## src/rtl/sysctl_pkg.sv

```systemverilog
package sysctl_pkg;

    localparam int XLEN   = 32;
    localparam int IDX_W  = 5;
    localparam int CODE_W = 5;
    localparam int MODE_W = 6;

    typedef logic [XLEN-1:0]   word_t;
    typedef logic [IDX_W-1:0]  idx_t;
    typedef logic [CODE_W-1:0] code_t;

    localparam idx_t IDX_JUMP    = 5'd6;
    localparam idx_t IDX_BADADDR = 5'd8;
    localparam idx_t IDX_STAT    = 5'd12;
    localparam idx_t IDX_CAUSE   = 5'd13;
    localparam idx_t IDX_RETPC   = 5'd14;
    localparam idx_t IDX_IDENT   = 5'd15;

    localparam int BEV_BIT   = 22;
    localparam int CU0_BIT   = 28;
    localparam int USER_BIT  = 1;
    localparam int BD_BIT    = 31;
    localparam int CODE_LSB  = 2;

    localparam word_t STAT_WMASK  = 32'hF27F_FF3F;
    localparam word_t CAUSE_WMASK = 32'h0000_0300;
    localparam word_t STAT_RESET  = 32'h0040_0000;
    localparam word_t IDENT_VALUE = 32'h0000_0002;
    localparam word_t VEC_BOOT    = 32'hBFC0_0180;
    localparam word_t VEC_RUN     = 32'h8000_0080;
    localparam word_t INSN_BYTES  = 32'd4;

    localparam code_t CODE_COP_UNUSABLE = 5'd11;

    localparam int NUM_BKPT = 5;

    typedef struct packed {
        logic  valid;
        code_t code;
        word_t pc;
        logic  in_delay;
    } exc_evt_t;

    function automatic idx_t bkpt_index(input int i);
        case (i)
            0:       return 5'd3;
            1:       return 5'd5;
            2:       return 5'd7;
            3:       return 5'd9;
            default: return 5'd11;
        endcase
    endfunction

    function automatic word_t masked_merge(input word_t old_v, input word_t new_v, input word_t mask);
        return (old_v & ~mask) | (new_v & mask);
    endfunction

    function automatic logic [MODE_W-1:0] mode_push(input logic [MODE_W-1:0] m);
        return {m[MODE_W-3:0], 2'b00};
    endfunction

    function automatic logic [MODE_W-1:0] mode_pop(input logic [MODE_W-1:0] m);
        return {m[MODE_W-1:MODE_W-2], m[MODE_W-1:2]};
    endfunction

endpackage

```

## src/rtl/sc_status.sv

```systemverilog
module sc_status
    import sysctl_pkg::*;
(
    input  logic  clk,
    input  logic  rst,
    input  logic  take,
    input  logic  do_pop,
    input  logic  wr_en,
    input  word_t wdata,
    output word_t stat
);

    word_t stat_q;

    always_ff @(posedge clk) begin
        if (rst) begin
            stat_q <= STAT_RESET;
        end else if (take) begin
            stat_q[MODE_W-1:0] <= mode_push(stat_q[MODE_W-1:0]);
        end else if (do_pop) begin
            stat_q[MODE_W-1:0] <= mode_pop(stat_q[MODE_W-1:0]);
        end else if (wr_en) begin
            stat_q <= masked_merge(stat_q, wdata, STAT_WMASK);
        end
    end

    assign stat = stat_q;


    mode_push_chk: assert property (@(posedge clk) disable iff (rst)
        take |=> (stat_q[3:2] == $past(stat_q[1:0])) && (stat_q[5:4] == $past(stat_q[3:2]))
                 && (stat_q[1:0] == 2'b00));


    mode_pop_chk: assert property (@(posedge clk) disable iff (rst)
        (do_pop && !take) |=> (stat_q[5:4] == $past(stat_q[5:4])) && (stat_q[1:0] == $past(stat_q[3:2])));


    stat_mask_chk: assert property (@(posedge clk) disable iff (rst)
        (wr_en && !take && !do_pop) |=> ((stat_q & ~STAT_WMASK) == $past(stat_q & ~STAT_WMASK)));

endmodule

```

## src/rtl/sc_cause.sv

```systemverilog
module sc_cause
    import sysctl_pkg::*;
(
    input  logic     clk,
    input  logic     rst,
    input  exc_evt_t evt,
    input  logic     wr_en,
    input  word_t    wdata,
    output word_t    cause,
    output word_t    retpc
);

    word_t cause_q;
    word_t retpc_q;

    always_ff @(posedge clk) begin
        if (rst) begin
            cause_q <= '0;
            retpc_q <= '0;
        end else if (evt.valid) begin
            retpc_q <= evt.in_delay ? (evt.pc - INSN_BYTES) : evt.pc;
            cause_q[CODE_LSB +: CODE_W] <= evt.code;
            cause_q[BD_BIT]             <= evt.in_delay;
        end else if (wr_en) begin
            cause_q <= masked_merge(cause_q, wdata, CAUSE_WMASK);
        end
    end

    assign cause = cause_q;
    assign retpc = retpc_q;


    retpc_plain_chk: assert property (@(posedge clk) disable iff (rst)
        (evt.valid && !evt.in_delay) |=> (retpc_q == $past(evt.pc)));


    retpc_slot_chk: assert property (@(posedge clk) disable iff (rst)
        (evt.valid && evt.in_delay) |=> (retpc_q + INSN_BYTES == $past(evt.pc)));


    cause_bd_chk: assert property (@(posedge clk) disable iff (rst)
        evt.valid |=> (cause_q[BD_BIT] == $past(evt.in_delay)) && (cause_q[9:8] == $past(cause_q[9:8])));


    cause_mask_chk: assert property (@(posedge clk) disable iff (rst)
        (wr_en && !evt.valid) |=> ((cause_q & ~CAUSE_WMASK) == $past(cause_q & ~CAUSE_WMASK)));

endmodule

```

## src/rtl/sc_bkpt_bank.sv

```systemverilog
module sc_bkpt_bank
    import sysctl_pkg::*;
#(
    parameter int N = NUM_BKPT
) (
    input  logic  clk,
    input  logic  rst,
    input  logic  wr_en,
    input  idx_t  idx,
    input  word_t wdata,
    output logic  hit,
    output word_t rdata
);

    word_t slot_q [N];

    for (genvar i = 0; i < N; i++) begin : g_slot
        always_ff @(posedge clk) begin
            if (rst) begin
                slot_q[i] <= '0;
            end else if (wr_en && idx == bkpt_index(i)) begin
                slot_q[i] <= wdata;
            end
        end
    end

    always_comb begin
        hit   = 1'b0;
        rdata = '0;
        for (int i = 0; i < N; i++) begin
            if (idx == bkpt_index(i)) begin
                hit   = 1'b1;
                rdata = slot_q[i];
            end
        end
    end

endmodule

```

## src/rtl/sysctl_unit.sv

```systemverilog
module sysctl_unit
    import sysctl_pkg::*;
(
    input  logic        clk,
    input  logic        rst,
    input  logic        exc_req,
    input  logic [4:0]  exc_code,
    input  logic [31:0] inst_pc,
    input  logic        inst_in_delay,
    input  logic        cmd_mtc,
    input  logic        cmd_mfc,
    input  logic        cmd_rfe,
    input  logic [4:0]  reg_idx,
    input  logic [31:0] reg_wdata,
    output logic [31:0] reg_rdata,
    output logic        flush,
    output logic [31:0] redirect_pc
);

    word_t    stat, cause, retpc, bk_val;
    logic     bk_hit;
    logic     any_cmd, denied, take, do_wr, do_pop;
    exc_evt_t evt;
    logic     flush_q;
    word_t    redirect_q;

    assign any_cmd = cmd_mtc | cmd_mfc | cmd_rfe;
    assign denied  = any_cmd & stat[USER_BIT] & ~stat[CU0_BIT];
    assign take    = exc_req | denied;
    assign do_wr   = cmd_mtc & ~take;
    assign do_pop  = cmd_rfe & ~take;

    always_comb begin
        evt.valid    = take;
        evt.code     = exc_req ? exc_code : CODE_COP_UNUSABLE;
        evt.pc       = inst_pc;
        evt.in_delay = inst_in_delay;
    end

    sc_status u_status (
        .clk    (clk),
        .rst    (rst),
        .take   (take),
        .do_pop (do_pop),
        .wr_en  (do_wr && reg_idx == IDX_STAT),
        .wdata  (reg_wdata),
        .stat   (stat)
    );

    sc_cause u_cause (
        .clk   (clk),
        .rst   (rst),
        .evt   (evt),
        .wr_en (do_wr && reg_idx == IDX_CAUSE),
        .wdata (reg_wdata),
        .cause (cause),
        .retpc (retpc)
    );

    sc_bkpt_bank #(.N(NUM_BKPT)) u_bkpt (
        .clk   (clk),
        .rst   (rst),
        .wr_en (do_wr),
        .idx   (reg_idx),
        .wdata (reg_wdata),
        .hit   (bk_hit),
        .rdata (bk_val)
    );

    always_ff @(posedge clk) begin
        if (rst) begin
            flush_q    <= 1'b0;
            redirect_q <= '0;
        end else begin
            flush_q <= take;
            if (take) begin
                redirect_q <= stat[BEV_BIT] ? VEC_BOOT : VEC_RUN;
            end
        end
    end

    always_comb begin
        case (reg_idx)
            IDX_STAT:    reg_rdata = stat;
            IDX_CAUSE:   reg_rdata = cause;
            IDX_RETPC:   reg_rdata = retpc;
            IDX_IDENT:   reg_rdata = IDENT_VALUE;
            IDX_BADADDR: reg_rdata = '0;
            IDX_JUMP:    reg_rdata = '0;
            default:     reg_rdata = bk_hit ? bk_val : '0;
        endcase
    end

    assign flush       = flush_q;
    assign redirect_pc = redirect_q;


    flush_follow_chk: assert property (@(posedge clk) disable iff (rst)
        take |=> flush && (redirect_pc == ($past(stat[BEV_BIT]) ? VEC_BOOT : VEC_RUN)));


    flush_single_chk: assert property (@(posedge clk) disable iff (rst)
        !take |=> !flush);


    unusable_code_chk: assert property (@(posedge clk) disable iff (rst)
        (denied && !exc_req) |=> (cause[CODE_LSB +: CODE_W] == CODE_COP_UNUSABLE));


    exc_beats_pop_chk: assert property (@(posedge clk) disable iff (rst)
        (exc_req && cmd_rfe) |=> (stat[5:2] == $past(stat[3:0])));


    ident_read_chk: assert property (@(posedge clk) disable iff (rst)
        (reg_idx == IDX_IDENT) |-> (reg_rdata == IDENT_VALUE));

endmodule

```

## config.mk

```make
export PLATFORM = sky130hd
export DESIGN_NAME = sysctl_unit
export DESIGN_NICKNAME = d
export VERILOG_FILES = /design/src/rtl/sysctl_pkg.sv /design/src/rtl/sc_status.sv /design/src/rtl/sc_cause.sv /design/src/rtl/sc_bkpt_bank.sv /design/src/rtl/sysctl_unit.sv
export SDC_FILE = /design/constraint.sdc
export NUM_CORES = 1
export LEC_CHECK = 0
export BUFFER_PORTS_ARGS = -buffer_cell sky130_fd_sc_hd__buf_4
export CORE_MARGIN = 3
export CORE_UTILIZATION = 50
export CTS_CLUSTER_SIZE = 40
export DETAILED_ROUTE_END_ITERATION = 7
export HOLD_SLACK_MARGIN = 0.12
export PLACE_DENSITY_LB_ADDON = 0.05
export SETUP_SLACK_MARGIN = 0.15
export SLEW_MARGIN = 30
export SYNTH_ARGS = -nofsm -noshare
export SYNTH_HDL_FRONTEND = slang
export SYNTH_SLANG_ARGS = --single-unit
```

## constraint.sdc

```tcl
create_clock -name clk -period 5.14 [get_ports clk]
set_clock_uncertainty 0.15 [all_clocks]
set_input_delay 0.514 -clock clk [delete_from_list [all_inputs] [get_ports clk]]
set_output_delay 0.514 -clock clk [all_outputs]
set_load 0.03 [all_outputs]
```

Word-level counts from Yosys, hierarchy flattened
Memory sizes are Yosys's and may differ from the RTL's.
Cells that the tools add are included.
Word-level totals
  flip-flop bits (word level): 129
  bits in writable memories: 160
  input bits: 81
  memories kept: 1
Cells by class
  add/sub/neg operators: 1
  eq/ne operators: 12
  mux-type cells: 43
  bitwise logic cells: 17
  reduce and logical (&&, ||, !) cells: 16
Memory list
  u_bkpt.slot_q: words 5, width 32, rd ports 5, clocked after Yosys merged registers in 0, write ports 5, RTL line sc_bkpt_bank.sv:15  | word_t slot_q [N];
Operators with widths (count)
  $mux W32: 13
  $pmux W32 S5: 1
  $eq A5 B4 Y1 const B: 7
  $or A28 B32 Y32: 1
  $or A32 B10 Y32: 1
  $sub A32 B3 Y32 const B: 1
  $mux W30: 1
  $mux W1: 23
  $mux W6: 3
  $eq A5 B3 Y1 const B: 3
  $mux W5: 2
  $or A1 B1 Y1: 8
  $logic_and A1 B1 Y1: 7
  $reduce_bool A2 Y1: 3
  $eq A5 B2 Y1 const B: 1
  $and A1 B1 Y1: 4
  $reduce_and A2 Y1: 2
  $reduce_or A2 Y1: 2
  $not A1 Y1: 3
  $reduce_and A3 Y1: 1
  $reduce_bool A3 Y1: 1
  $ne A2 B2 Y1 const B: 1

Longest topological paths before layout
Gate-level depths: netlist (run 1).
  depth in word-level cells: 12
  depth in mapped cells: 8

By module
A second synthesis (run 1) with hierarchy kept.
Second synthesis, totals
  cells, all modules: 1187
  area total of the unflattened synthesis: 12040.3 µm²
Modules (own cells, without submodules)
  sc_bkpt_bank: times used 1, cells an instance 598, area each 7270.7 µm²
  sc_cause: times used 1, cells an instance 245, area each 2113.3 µm²
  sysctl_unit: times used 1, cells an instance 214, area each 1567.8 µm²
  sc_status: times used 1, cells an instance 130, area each 1088.5 µm²

Least setup slack after synthesis (run 1)
No wires, ideal clock.
  kind: input -> register
  start: in reg_idx[4]
  end: mem u_bkpt.slot_q[0][0] (netlist name), enable pin
  data arrival time: 3798 ps
  required time: 4520 ps
  setup slack: 722 ps
  stages: 5
  buffers on the path: 2
  cell sequence: nand3b_1 or2_0 clkbuf_1 clkbuf_1 o31ai_1
RTL lines
  start: declaration: RTL line sysctl_unit.sv:13  | input logic [4:0] reg_idx,
  end: declaration: RTL line sc_bkpt_bank.sv:15

Worst setup path after layout (run 1)
  start: in reg_idx[2]
  end: out reg_rdata[29]
Between the ends
  cells in the longest elaborated chain, start to end: 8
  elaborated cells between the ends (all ways): 24
  classes of those cells: 11 x eq/ne; 12 x mux; 1 x reduce/logical
RTL lines
  $eq A5 B2 Y1: RTL line sc_bkpt_bank.sv:31  | if (idx == bkpt_index(i)) begin
  $mux W32 / $mux W1 (equally long branches) (5 in a row): RTL line sc_bkpt_bank.sv:31
  $mux W32: RTL line sysctl_unit.sv:90  | default: reg_rdata = bk_hit ? bk_val : '0;
  $pmux W32 S5 (*): RTL line sysctl_unit.sv:83  | case (reg_idx)
  end: declaration: RTL line sysctl_unit.sv:15  | output logic [31:0] reg_rdata,
Mark *: on every way between the ends. The rest lies on a longest branch, timed or not.

==> out/results.txt, run 1 <==
Buf+Inv Stages, Crit Path = 3
Final non-filler cell total = 1492
VDD IR max = 0.000373 V
Initial antenna violation count = 0
Htree depth = 1
Input/output buffers = 124
Diode count = 0
Vias in the first global route = 8305
CP max FO = 68
First-pass GRT wire length = 48300 um
Total core area = 22100 um^2
Post-CTS resize count = 0
P per Cell Area = 317 nW/um^2
Placer congestion estimate = 0.843
DR vias = 8679
Fin crit period = 3.90 ns
Crit path depth = 8
CTS Buffer Depth = 3
I/O pins = 146
Initial Utilization = 51.5%
Period utilisation layout = 75.8%
Post-synth EDFFs = 160
Fillers = 1867
Total die area = 24600 um^2
CP Data Required Time = 4.48 ns
Max-slew headroom = 36.1%
Crit. End Element = output pin
Min-Delay Endpoint = u_cause.cause[4]
Routed Antenna Nets = 0
RSZ-0062 raised after global routing = no
Ratio of cells with drive above 1 in the final layout = 18.0%
Root buffer cell = clkbuf_16
YS warnings = 0
Syn Std Cell Area = 11400 um^2
Worst setup path startpoint = reg_idx[2]
Unique masters post-synth = 61
Slowest stage delay, CP = 0.78 ns
Hold Crit Depth = 3
Syn-to-layout area delta = 18.6%
Most frequent CP cell = buf_4
Critical Path AT = 3.23 ns
# rows = 54
Startpoint Class = input pin
GR Overflow Total = 0
Family with the most delay on the worst path = buffers and inverters
Class of the most critical setup path = input pin to output pin
CTS clk-pin slew, worst paths = 0.06 ns
Synth top area cells = edfxtp_1 (42%), dfxtp_1 (12%), and2_1 (8.9%)
Syn_area_per_cell = 10.5 um^2
Final setup violation count = 0
GRT Total Usage = 25.4%
Syn Inst Count = 1087
Die Ht = 157 um
Post-synthesis async set-or-reset flop share = 0%
Worst r2r src = u_status.stat[28]
Post-synth top area cell = edfxtp_1
Post-route setup TNS = 0 ns
DR vias/cell = 5.82
Initial DRC Count = 711
Reg2Reg Depth = 4
Synth top cells by count = and2_1 (161), edfxtp_1 (160), nand2_1 (98), nor2_1 (85), dfxtp_1 (69)
Final Hold Vio Count = 0
CTS buffer count = 24
Top FF cell, synth = edfxtp_1
Register area share after synthesis = 54.4%
Reg2reg setup slack = 2.17 ns
CTS tree = done
Slew Viols, Final = 0
RR Endpoint = u_bkpt.slot_q[2][31]
Count leader, synth = and2_1
Clock Latency Late Sink = 0.53 ns
DRC violations left = 0
Hold Path Origin = exc_req
Outcome = finished clean
Max-Cap Viols = 0
Nets = 1276
Highest-delay cell along the critical path = nor3_4
Lkg Pwr = 0.00508 uW
Post-Place Cells = 1425
Drt first pass iters = 5
CP Cell Sequence = buf_4, nand2b_1, nor3_4, buf_4, o2bb2ai_1, o211ai_1, o221ai_1, buf_4
DP HPWL = 20400 um
Total chip power = 4280 uW
Chip Width = 157 um
Top cell type's share of synthesized area = 42.2%
Worst hold path class = input pin to flip-flop
Max frequency = 0.257 GHz
FF+latch count, synth = 229
Largest net degree at the start of global routing = 69
# clock sinks = 229
Final wirelength = 32000 um
Final Hold Slack = 0.130 ns
Routed wire per std cell = 21.5 um
Worst-margin pin slew = 0.956 ns
==> worst reg2reg max path, stage by stage (launching register included) <==
cell	delay [ns]
dfxtp_1	0.44
nand2b_1	0.25
nand3_1	0.53
o21ai_4	0.84
buf_4	0.43
==> how the worst max path moves through the flow <==
stage	end	slack, ns
2_1_floorplan	u_bkpt.slot_q[0][0]	0.72
4_1_cts	reg_rdata[29]	1.29
6_report	reg_rdata[29]	1.24
5_1_grt	reg_rdata[29]	1.09
3_3_place_gp	reg_rdata[29]	1.39
3_5_place_dp	reg_rdata[29]	1.30
==> metrics by stage <==
step / utilization, % / cell area [um^2] / setup slack [ns]
2_1_floorplan: - / 11400 / 0.722
3_3_place_gp: 56.4 / 12500 / 1.39
3_5_place_dp: 56.4 / 12500 / 1.30
4_1_cts: 61.1 / 13500 / 1.29
5_1_grt: 61.1 / 13500 / 1.09
6_report: 61.1 / 13500 / 1.24
==> where the power goes <==
| group | internal, uW | switching [uW] |
|---|---|---|
| clock network | 1060 | 724 |
| logic | 152 | 271 |
| registers | 2040 | 36.0 |
==> flip-flops by register name, indices dropped and copies added, names as in the netlist <==
signal	count
u_cause.retpc	32
u_cause.cause	8
redirect_pc	2
flush	1
u_status.stat	26
u_bkpt.slot_q	160
==> layer usage <==
| layer | up-vias | wire length, um | track usage [%] | share of wire [%] |
|---|---|---|---|---|
| met3 | 47 | 1750 | 2.99 | 5.5 |
| li1 | 4072 | - | - | - |
| met1 | 4275 | 13700 | 34.7 | 43 |
| met5 | - | 0 | 0 | 0 |
| met4 | 0 | 756 | 5.79 | 2.4 |
| met2 | 285 | 15800 | 43.5 | 49 |
==> final cells by class <==
type | count | area (um^2) | share of cell area (%)
multi-input combinational | 764 | 4800 | 35.6
tap | 280 | 350 | 2.60
clock buffer | 35 | 672 | 4.98
timing repair buffer | 168 | 1330 | 9.87
sequential | 229 | 6190 | 45.8
inverter | 7 | 26.3 | 0.195
clock inverter | 9 | 126 | 0.937
==> logic make-up (layout without fill, tap and decap cells) <==
family / count (synthesis) / in the layout / share of synthesized area [%]
multiplexers: 42 / 42 / 3.80
adder cells (fa/ha/maj): 1 / 1 / 0.110
AO/OA/AOI/OAI: 224 / 224 / 13.3
other: 1 / 21 / 0.0330
buffers and inverters: 114 / 219 / 4.86
AND/OR/NAND/NOR: 452 / 452 / 21.7
XOR/XNOR: 24 / 24 / 1.85
flip-flops: 229 / 229 / 54.4
==> cells in the final DEF, fill, tap and decap left out, drive strengths merged, types with 9 or more instances in the layout <==
cell type / n
a211oi: 24
and2: 161
buf: 145
o21ai: 55
nor2: 88
nand2: 98
a222oi: 12
dlygate4sd3: 23
conb: 21
mux2i: 33
o221ai: 18
clkbuf: 35
nor2b: 30
edfxtp: 160
nor3: 18
o211ai: 19
a21oi: 59
dfxtp: 69
o2bb2ai: 19
mux2: 9
xor2: 18
==> repair_timing <==
item,in CTS,in global routing
hold endpoints to repair,23,0
setup buffers,0,0
hold buffers,23,0
endpoints found under the setup margin,0,0
(Power assumes the default switching activity.)
==> run 2: changes to the inputs <==
==> constraint.sdc (replaced) <==
create_clock -name clk -period 4 [get_ports clk]
set_clock_uncertainty 0.15 [all_clocks]
set_input_delay 0.4 -clock clk [delete_from_list [all_inputs] [get_ports clk]]
set_output_delay 0.4 -clock clk [all_outputs]
set_load 0.03 [all_outputs]
==> out/results.txt, run 2 (synthesis results as in run 1) <==
Initial DRC Count = 742 (+4.4%)
Root buffer cell = clkbuf_16
Met2 Resource Use GR = 42.1% (-1.4 points)
Place WS = 0.981 ns (-0.320 ns)
Diode count = 0 (unchanged)
Max frequency = 0.329 GHz
Most used routing layer in global routing = met2
Final Hold Vio Count = 0 (unchanged)
DR vias/cell = 5.73 (-1.5%)
Slew Viols, Final = 0 (unchanged)
Routed Antenna Nets = 0 (unchanged)
Commonest non-fill, non-tap cells in the layout = and2_1 (161), edfxtp_1 (160), buf_4 (152), nand2_1 (98), nor2_1 (85)
CTS clk-pin slew, worst paths = 0.06 ns (about the same)
Chip Width = 157 um (unchanged)
Buf+Inv Stages, Crit Path = 4 (+1)
CTS buffer count = 25 (+4.2%)
Outcome = finished clean
Comb power frac = 11.0% (+1.1 points)
CP max FO = 37 (-46%)
CP Data Required Time = 3.45 ns (-1.03 ns)
RSZ-0062 raised after global routing = no
Startpoint Class = input pin
Finished Cell Area = 13900 um^2 (+2.9%)
Final setup violation count = 0 (unchanged)
Die Ht = 157 um (unchanged)
Drt first pass iters = 6 (+1)
Placer congestion estimate = 0.868 (+2.9%)
CTS tree = done
Clock Latency Late Sink = 0.52 ns (about the same)
Post-CTS resize count = 0 (unchanged)
Sw power = 1350 uW (+31%)
Most common cell after layout, fill and taps aside = and2_1
Final wirelength = 32700 um (+2.1%)
Most frequent CP cell = buf_4
RR Endpoint = u_bkpt.slot_q[0][5]
Met1 Track Usage GR = 36.4% (+1.8 points)
Max-slew headroom = 45.1% (+9.1 points)
Min-Delay Endpoint = u_cause.retpc[18]
DRC violations left = 0 (unchanged)
# rows = 54 (unchanged)
Final non-filler cell total = 1541 (+3.3%)
Total core area = 22100 um^2 (unchanged)
Placed inst area = 12500 um^2 (+0.58%)
GRT Total Usage = 26.4% (+1.0 points)
Reg2Reg Depth = 4 (unchanged)
Sequential share of power = 49.8% (+1.3 points)
Max-Cap Viols = 0 (unchanged)
Worst hold path class = input pin to flip-flop
Class of the most critical setup path = input pin to output pin
Final WS setup = 0.958 ns (-0.287 ns)
Hold_buf cts = 61 (+170%)
Slowest stage delay, CP = 0.48 ns (-0.30 ns)
Post-CTS repair timing setup buffer count = 0 (unchanged)
Htree depth = 1 (unchanged)
Total die area = 24600 um^2 (unchanged)
Initial antenna violation count = 0 (unchanged)
Hold Crit Depth = 3 (unchanged)
VDD IR max = 0.000286 V (-23%)
Switching Fraction = 25.3% (+1.2 points)
CTS Buffer Depth = 3 (unchanged)
Period utilisation layout = 76.1%
Fin crit period = 3.04 ns
Syn-to-layout area delta = 22.0%
Lkg Pwr = 0.00524 uW (+3.3%)
# clock sinks = 229 (unchanged)
Hold Path Origin = inst_pc[18]
Largest net degree at the start of global routing = 67 (-2.9%)
Vias in the first global route = 8586 (+3.4%)
Worst-margin pin slew = 0.823 ns (-0.133 ns)
Post-Place Cells = 1434 (+0.63%)
First-pass GRT wire length = 50000 um (+3.6%)
Crit. End Element = output pin
Post-route setup TNS = 0 ns (unchanged)
Highest-delay cell along the critical path = buf_4
Most flops, register = u_bkpt.slot_q
Input/output buffers = 124 (unchanged)
Max FFs per register = 160 (unchanged)
DR vias = 8832 (+1.8%)
GR Overflow Total = 0 (unchanged)
Initial Utilization = 51.5% (unchanged)
Critical Path AT = 2.49 ns (-0.74 ns)
DP HPWL = 21100 um (+3.6%)
Routed wire per std cell = 21.2 um (-1.1%)
Reg2reg setup slack = 1.46 ns (-0.71 ns)
Family with the most delay on the worst path = buffers and inverters
Worst r2r src = u_status.stat[28]
Nets = 1324 (+3.8%)
M3 GR Usage = 4.09% (+1.1 points)
CP Cell Sequence = buf_4, buf_4, nor3_1, nor3b_2, buf_4, nand2_1, o221ai_1, buf_4
P per Cell Area = 385 nW/um^2 (+22%)
P_int = 4000 uW (+23%)
I/O pins = 146 (unchanged)
Ratio of cells with drive above 1 in the final layout = 18.0% (about the same)
Clock network fraction of total power = 39.2% (-2.4 points)
-- run 2: cell types whose count changed in the layout (fill, tap and decap cells not counted), moves of 2 or more --
cell / delta
clkinvlp_2: +2
buf_4: +8
clkbuf_1: -3
bufinv_16: -3
clkinv_2: +3
dlygate4sd3_1: +38
clkinv_1: +4
clkbuf_8: -3
-- run 2: worst max path at each step --
stage	depth (start not counted)	from	to	slack (ns)
after CTS	8	reg_idx[2]	reg_rdata[13]	0.98
after global routing	8	reg_idx[2]	reg_rdata[25]	0.83
final	8	reg_idx[2]	reg_rdata[19]	0.96
after global placement	8	reg_idx[2]	reg_rdata[31]	1.05
after floorplan	5	reg_idx[4]	u_bkpt.slot_q[3][0]	0.57
after detailed placement	8	reg_idx[2]	reg_rdata[13]	0.98
-- run 2: area by class of cell --
cell class | instances | area (um^2)
clock buffers | 30 | 644
flip-flops and latches | 229 | 6190
repair buffers | 215 | 1790
inverters | 7 | 26.3
well taps | 280 | 350
multi-input cells | 764 | 4790
clock inverters | 16 | 87.6
fillers | 1822 | 8220
-- run 2: power groups by stage --
stage                     clock, uW  sequential [uW]  combinational [uW]
after floorplan                   0             2700                 316
after global placement            0             2710                 531
after detailed placement          0             2710                 534
after CTS                      2120             2660                 584
after global routing           2230             2670                 631
final                          2100             2660                 586
-- run 2: metal layers --
layer | wire, um | part of all wire (%) | up-vias
met5 | 0 | 0 | -
met4 | 1230 | 3.7 | 0
met3 | 2050 | 6.3 | 65
met2 | 15200 | 46 | 317
met1 | 14200 | 44 | 4290
li1 | - | - | 4160
-- run 2: worst register-to-register path, stage by stage (launching register included) --
cell and delay [ns]:
dfxtp_1 0.42, nand2b_1 0.26, nand3_1 0.54, o31ai_4 0.40, buf_4 0.41
-- run 2: stage by stage --
step	total power [uW]	utilization (%)	hold WS, ns
floorplan	3020	-	0.282
global placement	3240	56.7	0.292
detailed placement	3250	56.7	0.296
CTS	5370	62.8	0.123
global route	5530	62.8	0.131
finish	5350	62.8	0.119
